<file path="config.mk">
export PLATFORM = sky130hd
export DESIGN_NAME = wh_clk_div
export DESIGN_NICKNAME = d
export VERILOG_FILES = /design/src/rtl/wh_div_pkg.sv /design/src/rtl/wh_phase_gen.sv /design/src/rtl/wh_update_ctl.sv /design/src/rtl/wh_bypass_gate.sv /design/src/rtl/wh_clk_div.sv
export SDC_FILE = /design/constraint.sdc
export NUM_CORES = 1
export LEC_CHECK = 0
export ABC_AREA = 1
export BUFFER_PORTS_ARGS = -buffer_cell sky130_fd_sc_hd__buf_4
export CELL_PAD_IN_SITES_DETAIL_PLACEMENT = 2
export CELL_PAD_IN_SITES_GLOBAL_PLACEMENT = 2
export CORE_MARGIN = 5
export CORE_UTILIZATION = 29
export CTS_CLUSTER_DIAMETER = 50
export DETAILED_ROUTE_END_ITERATION = 10
export GPL_TIMING_DRIVEN = 0
export PLACE_DENSITY = 0.84
export SLEW_MARGIN = 20
export SYNTH_ARGS = -nofsm -noshare
export SYNTH_HDL_FRONTEND = slang
export SYNTH_SLANG_ARGS = --single-unit
</file>
<file path="constraint.sdc">
create_clock -name clk -period 1.5 [get_ports clk]
set_input_delay 0.3 -clock clk [delete_from_list [all_inputs] [get_ports clk]]
set_output_delay 0.3 -clock clk [all_outputs]
set_load 0.01 [all_outputs]
</file>
<file path="src/rtl/wh_div_pkg.sv">
package wh_div_pkg;

    // Divider phase: parked low (disabled), high run, low run.
    typedef enum logic [1:0] {
        PH_PARK = 2'd0,
        PH_HIGH = 2'd1,
        PH_LOW  = 2'd2
    } phase_e;

    // Largest ratio reachable with a count field of the given width.
    function automatic int unsigned max_ratio(input int unsigned cw);
        return 2 * (1 << cw);
    endfunction

    // Period in input cycles for given counts.
    function automatic int unsigned period_of(input int unsigned w, input int unsigned h);
        return w + h + 2;
    endfunction

endpackage

</file>
<file path="src/rtl/wh_phase_gen.sv">
module wh_phase_gen
    import wh_div_pkg::*;
#(
    parameter int CW = 4
) (
    input  logic          clk,
    input  logic          rst,
    input  logic          en,
    input  logic [CW-1:0] act_hi,
    input  logic [CW-1:0] act_lo,
    output logic          period_end,
    output logic          div_q
);

    phase_e        ph, ph_nx;
    logic [CW-1:0] cnt, cnt_nx;

    assign period_end = (ph == PH_PARK) || ((ph == PH_LOW) && (cnt == act_lo));

    always_comb begin
        ph_nx  = ph;
        cnt_nx = cnt + 1'b1;
        case (ph)
            PH_HIGH: begin
                if (cnt == act_hi) begin
                    ph_nx  = PH_LOW;
                    cnt_nx = '0;
                end
            end
            PH_LOW: begin
                if (cnt == act_lo) begin
                    ph_nx  = en ? PH_HIGH : PH_PARK;
                    cnt_nx = '0;
                end
            end
            default: begin
                ph_nx  = en ? PH_HIGH : PH_PARK;
                cnt_nx = '0;
            end
        endcase
    end

    always_ff @(posedge clk) begin
        if (rst) begin
            ph    <= PH_PARK;
            cnt   <= '0;
            div_q <= 1'b0;
        end else begin
            ph    <= ph_nx;
            cnt   <= cnt_nx;
            div_q <= (ph_nx == PH_HIGH);
        end
    end

    assert_high_count_bounded_R2: assert property (@(posedge clk) disable iff (rst)
        (ph == PH_HIGH) |-> (cnt <= act_hi));

    assert_low_count_bounded_R2: assert property (@(posedge clk) disable iff (rst)
        (ph == PH_LOW) |-> (cnt <= act_lo));

    assert_disable_parks_low_R7: assert property (@(posedge clk) disable iff (rst)
        (period_end && !en) |=> !div_q);

    assert_rise_only_at_boundary_R6: assert property (@(posedge clk) disable iff (rst)
        $rose(div_q) |-> $past(period_end));

endmodule

</file>
<file path="src/rtl/wh_update_ctl.sv">
module wh_update_ctl #(
    parameter int CW = 4
) (
    input  logic          clk,
    input  logic          rst,
    input  logic          upd_set,
    input  logic          period_end,
    input  logic [CW-1:0] cfg_hi,
    input  logic [CW-1:0] cfg_lo,
    output logic [CW-1:0] act_hi,
    output logic [CW-1:0] act_lo,
    output logic          busy
);

    logic load;

    assign load = period_end && (busy || upd_set);

    always_ff @(posedge clk) begin
        if (rst) begin
            act_hi <= '0;
            act_lo <= '0;
            busy   <= 1'b0;
        end else if (load) begin
            act_hi <= cfg_hi;
            act_lo <= cfg_lo;
            busy   <= 1'b0;
        end else if (upd_set) begin
            busy   <= 1'b1;
        end
    end

    assert_counts_hold_mid_period_R6: assert property (@(posedge clk) disable iff (rst)
        !period_end |=> ($stable(act_hi) && $stable(act_lo)));

    assert_busy_clears_at_end_R5: assert property (@(posedge clk) disable iff (rst)
        $fell(busy) |-> $past(period_end));

    assert_busy_persists_R5: assert property (@(posedge clk) disable iff (rst)
        (busy && !period_end) |=> busy);

    assert_no_change_without_req_R4: assert property (@(posedge clk) disable iff (rst)
        (!busy && !upd_set) |=> ($stable(act_hi) && $stable(act_lo)));

endmodule

</file>
<file path="src/rtl/wh_bypass_gate.sv">
module wh_bypass_gate (
    input  logic clk,
    input  logic rst,
    input  logic bypass,
    input  logic en,
    input  logic div_q,
    output logic clk_out
);

    // Enable captured while the input clock is low, so the AND never chops a high pulse.
    logic en_l;

    always_ff @(negedge clk) begin
        if (rst) en_l <= 1'b0;
        else     en_l <= en;
    end

    assign clk_out = bypass ? (clk & en_l) : div_q;

endmodule

</file>
<file path="src/rtl/wh_clk_div.sv">
module wh_clk_div
    import wh_div_pkg::*;
#(
    parameter int CW = 4
) (
    input  logic          clk,
    input  logic          rst,
    input  logic [CW-1:0] cfg_wait,
    input  logic [CW-1:0] cfg_hold,
    input  logic          bypass,
    input  logic          upd_req,
    input  logic          enable,
    output logic          clk_out,
    output logic          upd_busy
);

    logic [CW-1:0] act_hi, act_lo;
    logic          period_end;
    logic          div_q;

    wh_update_ctl #(.CW(CW)) u_upd (
        .clk        (clk),
        .rst        (rst),
        .upd_set    (upd_req),
        .period_end (period_end),
        .cfg_hi     (cfg_wait),
        .cfg_lo     (cfg_hold),
        .act_hi     (act_hi),
        .act_lo     (act_lo),
        .busy       (upd_busy)
    );

    wh_phase_gen #(.CW(CW)) u_gen (
        .clk        (clk),
        .rst        (rst),
        .en         (enable),
        .act_hi     (act_hi),
        .act_lo     (act_lo),
        .period_end (period_end),
        .div_q      (div_q)
    );

    wh_bypass_gate u_gate (
        .clk     (clk),
        .rst     (rst),
        .bypass  (bypass),
        .en      (enable),
        .div_q   (div_q),
        .clk_out (clk_out)
    );

    assert_reset_state_R1: assert property (@(posedge clk)
        $past(rst) |-> (!upd_busy && (act_hi == '0) && (act_lo == '0)));

endmodule

</file>
==> flow_summary.yaml <==
synth:
  synth_nets: 164
  synth-seq-area-share_pct: 36.2
  synth.yosys.warnings: 0
  syn-mean-instance-area_um2: 6.40
  syn-cell-area_um2: 941
  yosys.cell_types.count: 19
  synth-seq-cells: 17
  synthCells: 147
floorplan:
  design.die.area_um2: 4480
  io_pins: 15
  die_w_um: 67.0
  die_h_um: 67.0
  core_area_um2: 3080
  rows: 20
  initial_utilization_pct: 30.6
routing:
  total_via_count_after_detailed_routing: 998
  totalWireLength_um: 3190
  vias_per_cell: 4.54
  detail-route-antenna-nets: 0
  route.detailed.drc: 0
  drt_first_pass_iters: 4
  avgRoutedWirePerCell_um: 14.5
  drt_iter0_drc: 31
pwr:
  leakage_nw: 0.640
  worst_ir_drop_vdd_uv: 412
  power_density_nw_per_um2: 863
place:
  dp.cells: 205
  numPortBuffers: 14
  hpwlAfterDp_um: 2200
  detailedPlace.worstSlack_ns: -0.134
  gp_congestion: 0.711
  area_of_placed_instances_um2: 1100
setup_path:
  regToRegStartpoint: "u_gen.cnt[1]$_SDFF_PP0_"
  rr_endpoint: "u_upd.act_hi[0]$_SDFFE_PP0P_"
  start_kind: "flop"
  rrSetupSlack_ns: 0.03
  critPathCaptureType: "primary output"
  critical_path.max_fanout: 1
  worst-r2r-cell-count: 10
  worst-endpoint-arrival_ns: 1.80
  timing.critical_path.required_ns: 1.20
  crit_type: "reg2out"
global_route:
  first_global_vias: 1168
  grt.total_usage_pct: 16.6
  grt_pass1_wl_um: 5260
  grt_max_degree: 11
  antenna_found_initial: 0
  grt-ovfl-total: 0
sta:
  max-slew-margin-rel_pct: 70.0
  grt_setup_unrepaired: "yes"
  finClkSkew_ns: 0.0157
  final.hold.worst_slack_ns: 0.0631
  timing.final.ws_setup_ns: -0.599
  drv_slew: 0
  worst_slew_pin_slew_ns: 0.451
  hold_viol: 0
  setup_viol_count_final: 2
finish:
  final_nets: 194
  layout.core_utilization_pct: 42.0
  share_of_final_layout_standard_cells_stronger_than_drive_strength_1_pct: 33.0
  layoutNonFillerInstCount: 220
  post-route-cell-area_um2: 1290
  insertedDiodeCount: 0
  flow.area_growth_from_synthesis_pct: 37.4
outcome:
  failed_checks: "negative setup slack"
  status: "complete, but fails checks"
clocking:
  cts_tree: "yes"
  cts.clk_slew.worst_paths_ns: 0.12
  insertion_delay_ns: 0.43
hold_path:
  timing.hold.worst.start: "rst"
  hold_path.class: "in2reg"
  min_delay_worst_endpoint: "u_gen.ph[1]$_SDFF_PP0_"
  timing.hold.worst_path_depth: 2
run:
  timing.max_cap.violations: 0
[cell type report]
cell class,instances,area (um^2)
inverter,30,113
fill,381,1790
sequential,17,360
buffer,3,26.3
timing repair buffer,21,165
clock buffer,7,52.6
clock inverter,2,8.76
multi-input combinational,96,512
tap,44,55.1
[critical path, stage by stage, from the launching register on]
cell and delay, ns:
sky130_fd_sc_hd__dfxtp_2 0.32, sky130_fd_sc_hd__nand3_2 0.06, sky130_fd_sc_hd__o21ai_2 0.05, sky130_fd_sc_hd__buf_4 0.13
[how the worst max path moves through the flow]
stage,cells after the start,slack (ns),startpoint,to
after detailed placement,10,-0.13,u_gen.cnt[1]$_SDFF_PP0_,u_upd.act_hi[0]$_SDFFE_PP0P_
after floorplan,2,0.02,u_gate.en_l$_SDFF_NP0_,clk_out
after global placement,3,-0.08,u_gate.en_l$_SDFF_NP0_,clk_out
after CTS,3,-0.62,u_gate.en_l$_SDFF_NP0_,clk_out
final,3,-0.60,u_gate.en_l$_SDFF_NP0_,clk_out
after global routing,3,-0.69,u_gate.en_l$_SDFF_NP0_,clk_out
[layout by cell type (no fill, tap or decap), types with 2 or more instances in the layout]
master,instances
sky130_fd_sc_hd__a21oi_1,7
sky130_fd_sc_hd__a21oi_2,2
sky130_fd_sc_hd__buf_4,20
sky130_fd_sc_hd__buf_6,4
sky130_fd_sc_hd__clkbuf_4,6
sky130_fd_sc_hd__dfxtp_1,9
sky130_fd_sc_hd__dfxtp_2,4
sky130_fd_sc_hd__dfxtp_4,4
sky130_fd_sc_hd__ha_1,4
sky130_fd_sc_hd__inv_1,27
sky130_fd_sc_hd__inv_2,3
sky130_fd_sc_hd__nand2_1,39
sky130_fd_sc_hd__nand2_2,5
sky130_fd_sc_hd__nand3_1,8
sky130_fd_sc_hd__nand3_2,4
sky130_fd_sc_hd__nor2_1,18
sky130_fd_sc_hd__nor2_4,2
[metrics by stage]
stage	TNS (ns)	power, W
final	-0.599	0.00112
after CTS	-0.629	0.00111
after detailed placement	-0.774	0.000705
after global routing	-0.846	0.00120
after floorplan	0	0.000633
after global placement	-0.0953	0.000690
[what timing repair did]
action,in CTS,in global routing
gates resized for setup,15,15
pin swaps,2,11
endpoints found under the setup margin,12,12
hold buffers,0,0
buffers inserted,3,4
endpoints found under the hold margin,0,0
cloned,1,0
[report_power, final]
group	total, W	leakage [nW]	switching, W	internal (W)
logic	0.000211	0.449	0.000116	0.0000944
clock network	0.000415	0.0469	0.000213	0.000202
registers	0.000490	0.144	0.0000191	0.000471
total	0.00112	0.640	0.000348	0.000767
[per-layer routing]
metal | part of all wire [%] | up-vias | GRT usage (%)
met5 | 0 | - | 0
met4 | 2.0 | 0 | 11.1
met3 | 2.2 | 7 | 3.71
met2 | 55 | 16 | 30.7
met1 | 41 | 481 | 16.2
li1 | - | 494 | -
[synthesized netlist by cell type]
library cell	count	area share (%)
sky130_fd_sc_hd__buf_6	2	2.4
sky130_fd_sc_hd__ha_1	4	5.3
sky130_fd_sc_hd__o21ai_0	2	1.1
sky130_fd_sc_hd__nand3_1	12	6.4
sky130_fd_sc_hd__o21bai_4	1	2.0
sky130_fd_sc_hd__inv_2	1	0.40
sky130_fd_sc_hd__nor2_1	19	7.6
sky130_fd_sc_hd__dfxtp_1	17	36
sky130_fd_sc_hd__inv_1	29	12
sky130_fd_sc_hd__xor2_1	1	0.93
sky130_fd_sc_hd__nor3_1	1	0.53
sky130_fd_sc_hd__or2_2	1	0.67
sky130_fd_sc_hd__clkbuf_1	1	0.40
sky130_fd_sc_hd__nand2_1	43	17
sky130_fd_sc_hd__clkinv_1	1	0.40
sky130_fd_sc_hd__xnor2_1	1	0.93
sky130_fd_sc_hd__nand2_2	1	0.67
sky130_fd_sc_hd__a21oi_1	9	4.8
sky130_fd_sc_hd__nor2_2	1	0.67
[registers in the layout (all words and copies together) (netlist names)]
name / cells
u_gate.en_l: 1
u_gen.cnt: 4
u_gen.div_q: 1
u_gen.ph: 2
u_upd.act_hi: 4
u_upd.act_lo: 4
u_upd.busy: 1
[logic make-up after synthesis]
logic type	Yosys count	synth area share [%]
buf+inv	34	15.2
fa+ha+maj	4	5.32
compound gates	12	7.85
simple gates	78	33.6
flops	17	36.2
xor+xnor	2	1.86
(Power assumes the default switching activity.)
